===== config.mk =====
export PLATFORM = sky130hd
export DESIGN_NAME = reorder_buffer
export DESIGN_NICKNAME = d
export VERILOG_FILES = /design/src/rtl/rob_pkg.sv /design/src/rtl/rob_ctrl.sv /design/src/rtl/rob_store.sv /design/src/rtl/reorder_buffer.sv
export SDC_FILE = /design/constraint.sdc
export NUM_CORES = 1
export LEC_CHECK = 0
export ABC_AREA = 0
export BUFFER_PORTS_ARGS = -buffer_cell sky130_fd_sc_hd__buf_2
export CAP_MARGIN = 10
export CORE_MARGIN = 2
export CORE_UTILIZATION = 25
export DETAILED_ROUTE_END_ITERATION = 10
export SYNTH_ARGS = -nofsm -noshare
export SYNTH_HDL_FRONTEND = slang
export SYNTH_SLANG_ARGS = --single-unit

===== constraint.sdc =====
create_clock -name clk -period 5.85 [get_ports clk]
set_clock_uncertainty 0.05 [all_clocks]
set_input_delay 1.755 -clock clk [delete_from_list [all_inputs] [get_ports clk]]
set_output_delay 1.755 -clock clk [all_outputs]
set_load 0.02 [all_outputs]

===== src/rtl/rob_pkg.sv =====
package rob_pkg;
    localparam int unsigned ROB_DEPTH_DEF    = 8;
    localparam int unsigned ROB_DATA_W_DEF   = 32;
    localparam int unsigned ROB_AREG_W_DEF   = 5;
    localparam int unsigned ROB_RD_PORTS_DEF = 2;

    // Circular increment for any depth, not only powers of two.
    function automatic logic [31:0] ring_next(input logic [31:0] idx, input logic [31:0] depth);
        return (idx + 32'd1 == depth) ? 32'd0 : idx + 32'd1;
    endfunction
endpackage


===== src/rtl/rob_ctrl.sv =====
module rob_ctrl
    import rob_pkg::*;
#(
    parameter int unsigned DEPTH = ROB_DEPTH_DEF,
    parameter int unsigned TAG_W = $clog2(DEPTH),
    parameter int unsigned CNT_W = $clog2(DEPTH + 1)
) (
    input  logic             clk,
    input  logic             rst_n,
    input  logic             flush,
    input  logic             alloc,
    input  logic             retire,
    output logic [TAG_W-1:0] head,
    output logic [TAG_W-1:0] tail,
    output logic             full,
    output logic             empty
);
    typedef struct packed {
        logic [TAG_W-1:0] head;
        logic [TAG_W-1:0] tail;
        logic [CNT_W-1:0] count;
    } ptr_state_t;

    ptr_state_t st_d, st_q;

    always_comb begin
        st_d = st_q;
        if (flush) begin
            st_d = '0;
        end else begin
            if (alloc)
                st_d.tail = TAG_W'(ring_next(32'(st_q.tail), 32'(DEPTH)));
            if (retire)
                st_d.head = TAG_W'(ring_next(32'(st_q.head), 32'(DEPTH)));
            case ({alloc, retire})
                2'b10:   st_d.count = st_q.count + 1'b1;
                2'b01:   st_d.count = st_q.count - 1'b1;
                default: st_d.count = st_q.count;
            endcase
        end
    end

    always_ff @(posedge clk or negedge rst_n) begin
        if (!rst_n) st_q <= '0;
        else        st_q <= st_d;
    end

    assign head  = st_q.head;
    assign tail  = st_q.tail;
    assign full  = (st_q.count == CNT_W'(DEPTH));
    assign empty = (st_q.count == '0);


    count_bound_chk: assert property (@(posedge clk) disable iff (!rst_n)
        st_q.count <= CNT_W'(DEPTH));

    no_overflow_chk: assert property (@(posedge clk) disable iff (!rst_n)
        alloc |-> !full);

    flush_empty_chk: assert property (@(posedge clk) disable iff (!rst_n)
        flush |=> (empty && head == '0 && tail == '0));

    tail_wrap_chk: assert property (@(posedge clk) disable iff (!rst_n)
        (alloc && !flush && tail == TAG_W'(DEPTH - 1)) |=> tail == '0);
endmodule


===== src/rtl/rob_store.sv =====
module rob_store
    import rob_pkg::*;
#(
    parameter int unsigned DEPTH  = ROB_DEPTH_DEF,
    parameter int unsigned DATA_W = ROB_DATA_W_DEF,
    parameter int unsigned AREG_W = ROB_AREG_W_DEF,
    parameter int unsigned NUM_RD = ROB_RD_PORTS_DEF,
    parameter int unsigned TAG_W  = $clog2(DEPTH)
) (
    input  logic                     clk,
    input  logic                     rst_n,
    input  logic                     flush,
    input  logic                     alloc,
    input  logic [TAG_W-1:0]         alloc_idx,
    input  logic                     alloc_dst,
    input  logic [AREG_W-1:0]        alloc_areg,
    input  logic                     wb_valid,
    input  logic [TAG_W-1:0]         wb_idx,
    input  logic [DATA_W-1:0]        wb_data,
    input  logic                     retire,
    input  logic [TAG_W-1:0]         head_idx,
    output logic                     head_valid,
    output logic                     head_ready,
    output logic                     head_dst,
    output logic [AREG_W-1:0]        head_areg,
    output logic [DATA_W-1:0]        head_data,
    input  logic [NUM_RD*TAG_W-1:0]  rd_tag,
    output logic [NUM_RD-1:0]        rd_ready,
    output logic [NUM_RD*DATA_W-1:0] rd_data
);
    typedef struct packed {
        logic [DEPTH-1:0]             valid;
        logic [DEPTH-1:0]             ready;
        logic [DEPTH-1:0]             has_dst;
        logic [DEPTH-1:0][AREG_W-1:0] areg;
        logic [DEPTH-1:0][DATA_W-1:0] data;
    } slot_state_t;

    slot_state_t ent_d, ent_q;

    always_comb begin
        ent_d = ent_q;
        if (flush) begin
            ent_d.valid = '0;
            ent_d.ready = '0;
        end else begin
            if (retire) begin
                ent_d.valid[head_idx] = 1'b0;
                ent_d.ready[head_idx] = 1'b0;
            end
            if (wb_valid && ent_q.valid[wb_idx]) begin
                ent_d.ready[wb_idx] = 1'b1;
                ent_d.data[wb_idx]  = wb_data;
            end
            if (alloc) begin
                ent_d.valid[alloc_idx]   = 1'b1;
                ent_d.ready[alloc_idx]   = 1'b0;
                ent_d.has_dst[alloc_idx] = alloc_dst;
                ent_d.areg[alloc_idx]    = alloc_areg;
                ent_d.data[alloc_idx]    = '0;
            end
        end
    end

    always_ff @(posedge clk or negedge rst_n) begin
        if (!rst_n) ent_q <= '0;
        else        ent_q <= ent_d;
    end

    assign head_valid = ent_q.valid[head_idx];
    assign head_ready = ent_q.ready[head_idx];
    assign head_dst   = ent_q.has_dst[head_idx];
    assign head_areg  = ent_q.areg[head_idx];
    assign head_data  = ent_q.data[head_idx];

    for (genvar g = 0; g < NUM_RD; g++) begin : g_rd
        logic [TAG_W-1:0] sel;
        assign sel = rd_tag[g*TAG_W +: TAG_W];
        assign rd_ready[g] = ent_q.valid[sel] & ent_q.ready[sel];
        assign rd_data[g*DATA_W +: DATA_W] = ent_q.data[sel];
    end


    retire_ready_chk: assert property (@(posedge clk) disable iff (!rst_n)
        retire |-> (head_valid && head_ready));

    wb_mark_chk: assert property (@(posedge clk) disable iff (!rst_n)
        (!flush && wb_valid && ent_q.valid[wb_idx] && !(retire && wb_idx == head_idx))
        |=> (ent_q.ready[$past(wb_idx)] && ent_q.data[$past(wb_idx)] == $past(wb_data)));

    wb_drop_chk: assert property (@(posedge clk) disable iff (!rst_n)
        (wb_valid && !ent_q.valid[wb_idx] && !(alloc && alloc_idx == wb_idx))
        |=> !ent_q.ready[$past(wb_idx)]);

    alloc_fresh_chk: assert property (@(posedge clk) disable iff (!rst_n)
        (alloc && !flush) |=> (ent_q.valid[$past(alloc_idx)] && !ent_q.ready[$past(alloc_idx)]));
endmodule


===== src/rtl/reorder_buffer.sv =====
module reorder_buffer
    import rob_pkg::*;
#(
    parameter int unsigned DEPTH  = ROB_DEPTH_DEF,
    parameter int unsigned DATA_W = ROB_DATA_W_DEF,
    parameter int unsigned AREG_W = ROB_AREG_W_DEF,
    parameter int unsigned NUM_RD = ROB_RD_PORTS_DEF,
    parameter int unsigned TAG_W  = $clog2(DEPTH)
) (
    input  logic                     clk,
    input  logic                     rst_n,
    input  logic                     flush,
    input  logic                     disp_req,
    input  logic                     rs_avail,
    input  logic                     disp_has_dst,
    input  logic [AREG_W-1:0]        disp_areg,
    output logic                     disp_grant,
    output logic [TAG_W-1:0]         disp_tag,
    input  logic                     wb_valid,
    input  logic [TAG_W-1:0]         wb_tag,
    input  logic [DATA_W-1:0]        wb_data,
    input  logic [NUM_RD*TAG_W-1:0]  rd_tag,
    output logic [NUM_RD-1:0]        rd_ready,
    output logic [NUM_RD*DATA_W-1:0] rd_data,
    output logic                     commit_valid,
    output logic                     commit_wen,
    output logic [AREG_W-1:0]        commit_areg,
    output logic [DATA_W-1:0]        commit_data,
    output logic                     full,
    output logic                     empty
);
    logic [TAG_W-1:0] head_idx, tail_idx;
    logic             head_valid, head_ready, head_dst;
    logic             alloc, retire;

    assign disp_grant   = disp_req & rs_avail & ~full & ~flush;
    assign alloc        = disp_grant;
    assign disp_tag     = tail_idx;
    assign commit_valid = head_valid & head_ready & ~flush;
    assign retire       = commit_valid;
    assign commit_wen   = commit_valid & head_dst;

    rob_ctrl #(.DEPTH(DEPTH), .TAG_W(TAG_W)) u_ctrl (
        .clk   (clk),
        .rst_n (rst_n),
        .flush (flush),
        .alloc (alloc),
        .retire(retire),
        .head  (head_idx),
        .tail  (tail_idx),
        .full  (full),
        .empty (empty)
    );

    rob_store #(
        .DEPTH (DEPTH),
        .DATA_W(DATA_W),
        .AREG_W(AREG_W),
        .NUM_RD(NUM_RD),
        .TAG_W (TAG_W)
    ) u_store (
        .clk       (clk),
        .rst_n     (rst_n),
        .flush     (flush),
        .alloc     (alloc),
        .alloc_idx (tail_idx),
        .alloc_dst (disp_has_dst),
        .alloc_areg(disp_areg),
        .wb_valid  (wb_valid),
        .wb_idx    (wb_tag),
        .wb_data   (wb_data),
        .retire    (retire),
        .head_idx  (head_idx),
        .head_valid(head_valid),
        .head_ready(head_ready),
        .head_dst  (head_dst),
        .head_areg (commit_areg),
        .head_data (commit_data),
        .rd_tag    (rd_tag),
        .rd_ready  (rd_ready),
        .rd_data   (rd_data)
    );


    empty_commit_chk: assert property (@(posedge clk) disable iff (!rst_n)
        empty |-> !commit_valid);

    flush_quiet_chk: assert property (@(posedge clk) disable iff (!rst_n)
        flush |-> (!disp_grant && !commit_valid));

    head_step_chk: assert property (@(posedge clk) disable iff (!rst_n)
        (commit_valid && !full) |=> !empty || !$past(disp_grant));
endmodule


[Yosys cells after proc, flatten, opt, wreduce, memory -nomap -nowiden]
Cells that the tools add are included.
Storage, ports and cells
  output and inout port bits: 111
  logic and storage cells: 120
  input bits: 53
  register bits: 330
Cells by class
  $lt $le $gt $ge: 8
  add/subtract/negate cells: 4
  reductions and logical operators: 9
  bitwise logic cells: 19
  multiplexer cells: 53
  equality and inequality tests: 5
Operator list (count)
  $mux 256: 2
  $mux 320: 1
  $bmux 32 s3: 3
  $and 256x256->256: 1
  $bwmux 256: 1
  $not 256->256: 1
  $demux 32 s3: 2
  $mux 32: 5
  $mux 16: 3
  $bwmux 40: 1
  $and 8x8->8: 3
  $bmux 1 s3: 8
  $lt 3x4->1 const B: 5
  $mux 8: 2
  $not 8->8: 2
  $or 8x8->8: 2
  $bmux 5 s3: 1
  $demux 5 s3: 1
  $eq 4x4->1 const B: 3
  $mux 3: 4
  $mux 1: 11
  $mux 10: 1
  $mux 5: 2
  $demux 1 s3: 3
  15 further kinds: 30

[Longest topological paths before layout]
  depth in word-level cells: 14
  depth in mapped cells: 13
  depth with buffers taken out: 10

[Modules after synthesis]
Synthesis repeated with hierarchy kept, for this count alone.
Second synthesis, totals
  cell total of the unflattened synthesis: 2010
  area, all modules: 21025.2 µm²
Modules (own cells, without submodules)
  rob_store: instances 1, cells an instance 1942, area an instance 20319.5 µm², seq. area each 8007.7 µm²
  rob_ctrl: instances 1, cells an instance 65, area an instance 671.9 µm², seq. area each 250.2 µm²
  reorder_buffer: instances 1, cells an instance 3, area an instance 33.8 µm², seq. area each 0.0 µm²

[Worst setup path before layout]
No wires, ideal clock.
  kind: input-to-output
  start point: input rd_tag[3]
  end point: output rd_data[48]
  setup slack: 0.646 ns
  data arrival time: 3.399 ns
  required time: 4.045 ns
  cell stages on the path: 5
  buffers on the path: 3
  path through: clkbuf_1 > buf_2 > buf_2 > mux4_2 > mux2_2
On the way
  longest elaborated chain between the ends: 2
Ends and longest elaborated chain
  start, declared: RTL line reorder_buffer.sv:22  | input logic [NUM_RD*TAG_W-1:0] rd_tag,
  $bmux 32 s3: RTL line rob_store.sv:80  | assign rd_data[g*DATA_W +: DATA_W] = ent_q.data[sel];
  $mux 32 (not written as such): RTL line rob_store.sv:80
  end, declared: RTL line reorder_buffer.sv:24  | output logic [NUM_RD*DATA_W-1:0] rd_data,
Every way passes these cells. The select of a mux whose other input is x is not followed.

[Final worst setup path]
  start point: register u_ctrl.st_q (netlist bit u_ctrl.head[0])
  end point: output commit_data[20]
On the way
  longest elaborated chain between the ends: 2
Ends and longest elaborated chain
  start, declared: RTL line rob_ctrl.sv:24  | ptr_state_t st_d, st_q;
  start signal, assigned: RTL line rob_ctrl.sv:45  | else st_q <= st_d;
  $bmux 32 s3: RTL line rob_store.sv:74  | assign head_data = ent_q.data[head_idx];
  $mux 32 (not written as such): RTL line rob_store.sv:74
  end, declared: RTL line reorder_buffer.sv:28  | output logic [DATA_W-1:0] commit_data,
Every way passes these cells. The select of a mux whose other input is x is not followed.

==> metrics.md <==
| Metric | Value |
|---|---|
| Number of flops mapped to enable cells by yosys | 0 |
| Routed via count | roughly 16000 |
| Pleak | 9.56 nW |
| Clk slew on worst S/H paths | 0.06 ns |
| Maximum net fanout on the critical path | 63 |
| Clk root buf | clkbuf_16 |
| CP Capture Type | output pin |
| Fin util | 0.295 |
| Syn Nets | 1738 |
| Req. time, crit path | around 4 ns |
| Worst setup SP type | flip-flop |
| Post-synth top flop | dfrtp_1 |
| Slew Limit Fails | 0 |
| Hold Fails Final Rpt | 0 |
| Met3 Track Usage GR | 0.0403 |
| Setup Viol. Count Final | 0 |
| Max cap viols | 0 |
| Vias in the first global route | 16100 |
| Slowest cell on crit path | buf_4 |
| Global-route wire length before repair | approximately 110000 µm |
| Post-route DRC | 0 |
| Ranking of synthesized cells by area | dfrtp_1 (43%), mux4_2 (16%), mux2_2 (9.6%) |
| Longest Clk Path Bufs | 3 |
| GRT Util Overall | 0.180 |
| Top-area cell type share of the netlist area | 0.427 |
| Initial Util | 0.251 |
| Routed Antenna Nets | 0 |
| Grt peak-use layer | met2 |
| Worst path max stage delay | 0.86 ns |
| Final Power | ~5.3 mW |
| Initial drt markers | between 1000 and 1500 |
| Pin count of the biggest net entering global routing | 120 |
| Highest clock rate | about 190 MHz |
| Yosys reg bits | 330 |
| Final period util | 0.915 |
| Post-Synthesis Cell Area | a little under 20000 µm² |
| CP bufs+invs | 2 |
| Synthesis Warnings | 0 |
| Routability cong. | around 0.8 |
| WL/cell | around 26 µm |
| Routing usage on met1 | 0.233 |
| CTS Hold Bufs | 0 |
| Vias/cell | around 5.6 |
| Post-Syn Instances | 1679 |
| Final-stage net count | around 1800 |
| Worst path cell trace | buf_4 -> mux2_2 -> a22oi_1 -> o22a_1 -> o21ai_0 -> buf_2 |
| Status | complete, no violations |
| Routing usage on met2 | 0.292 |
| Detailed Place HPWL | between 40000 and 50000 µm |
| Syn Area/Cell | around 12 µm² |
| Pwr/cell area | between 200 and 250 nW/µm² |
| Post-cts gate resize count | 0 |
| Num CTS Buffers | 37 |
| Seq/Total Area, Yosys | 0.427 |
| RSZ-0062 raised after global routing | false |
| Die area | around 80000 µm² |
| Die X | 282 µm |
| Area of the core | around 77000 µm² |
| Die height | ~280 µm |
| Synth cell types | 53 |
| I/O pins | 164 |
| Final Critical Period | approximately 5.4 ns |
| Port buffer count | 163 |
| Peak VDD IR | 0.000181 V |
| Worst-Margin Slew | approximately 1.1 ns |
| TritonCTS clock tree | built |
| GRT Residual Overflow | 0 |
| WHS | 0.421 ns |
| Sum Neg Setup Slack | 0 ns |
| Yosys top cell by area | dfrtp_1 |
| CP Data Arrival Time | about 3.6 ns |
| Clock Latency Late Sink | roughly 0.56 ns |
| Crit Path Class | reg2out |
| Filler Cell Count | between 7000 and 8000 |
| Post-CTS setup buffers | 0 |
| Dpl cells | 2782 |
| Htree depth | 2 |
| P&R area growth vs syn | 17.3% |
| Final Non-Filler Cells | 2850 |
| Ratio of cells with drive above 1 in the final layout | 0.330 |
| FP Rows | approximately 100 |
| Antenna violations before repair | 16 |
| Crit path max-delay family | buffers and inverters |
| TritonRoute pass-1 iters | 6 |
| Routed WL | 72800 µm |
| Asr flop ratio synth | 1.00 |
| Hold crit path type | reg2reg |
| Relative slew slack | 0.265 |
| CTS sink count | 330 |
==> Yosys cell counts, drive strengths merged (3+ instances only) <==
library cell	instances
a211oi	3
a21o	8
a21oi	17
a221oi	7
a22o	128
a22oi	70
buf	56
clkbuf	97
dfrtp	330
ha	5
inv	6
mux2	166
mux2i	47
mux4	134
nand2	209
nand2b	39
nand3	10
nor2	34
nor2b	37
nor3	13
nor4	3
o211ai	5
o21ai	175
o22a	36
o31ai	6
o41ai	6
or4	5
xor2	3
==> cell families (layout without fill, tap and decap cells) <==
kind of cell               count (synthesis)  after routing  share of synthesized area
other                                      0              2                          0
buffers and inverters                    160            289                     0.0346
AOI/OAI and AO/OA                        466            466                      0.168
and+or+nand+nor                          365            365                     0.0876
muxes                                    347            347                      0.277
xor gates and xnor gates                   5              5                    0.00226
DFF                                      330            330                      0.427
adders and majority gates                  6              6                    0.00427
==> worst reg2reg max path, stage by stage, from the launching register on <==
cell	delay (ns)
dfrtp_4	0.79
buf_4	0.47
mux2i_1	0.25
a211oi_1	0.13
or4_4	0.65
nand2_4	0.27
nor3_1	0.15
ha_1	0.32
a21o_1	0.18
a21oi_1	0.17
mux2i_1	0.23
mux2_1	0.34
==> stage by stage <==
step / cell area (µm²) / worst slack, ns
detailed placement: 21500 / 0.573
CTS: 22700 / 0.489
global placement: 21500 / 0.593
floorplan: 19400 / 0.646
global route: 22700 / 0.411
finish: 22700 / 0.497
==> placed cells by master (no fill, tap or decap), drive strengths merged, types with 7 or more instances in the layout <==
cell	instances
dfrtp	330
buf	216
nand2	209
o21ai	175
mux2	166
mux4	134
a22o	128
a22oi	70
clkbuf	52
mux2i	47
nand2b	39
nor2b	37
o22a	36
nor2	34
a21oi	17
nor3	13
nand3	10
clkinv	9
a21o	8
inv	8
a221oi	7
==> layout make-up <==
cell class                      instances  area (µm²)  share of cell area
Sequential cell                       330        8270               0.364
Antenna cell                            2        5.00            0.000220
Tap cell                             1040        1300              0.0573
Clock inverter                         14         163             0.00716
Timing Repair Buffer                  216        1370              0.0603
Inverter                                7        26.3             0.00116
Clock buffer                           52        1060              0.0469
Multi-Input combinational cell       1189       10500               0.463
==> routing by layer <==
layer | wire length [µm] | part of all wire
met1 | 29000 | 0.40
met2 | 34500 | 0.47
met3 | 6570 | 0.090
met4 | 2660 | 0.036
met5 | 104 | 0.0014
==> power breakdown <==
group	switching, mW	internal [mW]
Sequential	0.0590	2.35
Clock	0.995	1.41
Combinational	0.292	0.194
Total	1.35	3.95
==> final timing paths <==
path                           startpoint                         end  slack [ns]  cells after the start
setup / recovery           u_ctrl.head[0]             commit_data[20]        0.50                      6
hold / removal                  flip-flop                   flip-flop        0.42                      2
setup reg to reg           u_ctrl.head[0]              u_ctrl.st_q[3]        1.74                     11
hold reg to reg                 flip-flop                   flip-flop        0.42                      2
max in group asynchronous           rst_n  asynchronous set/reset pin        3.31                      2
min in group asynchronous           rst_n          u_store.ent_q[250]        1.23                      1
(Power assumes the default switching activity.)
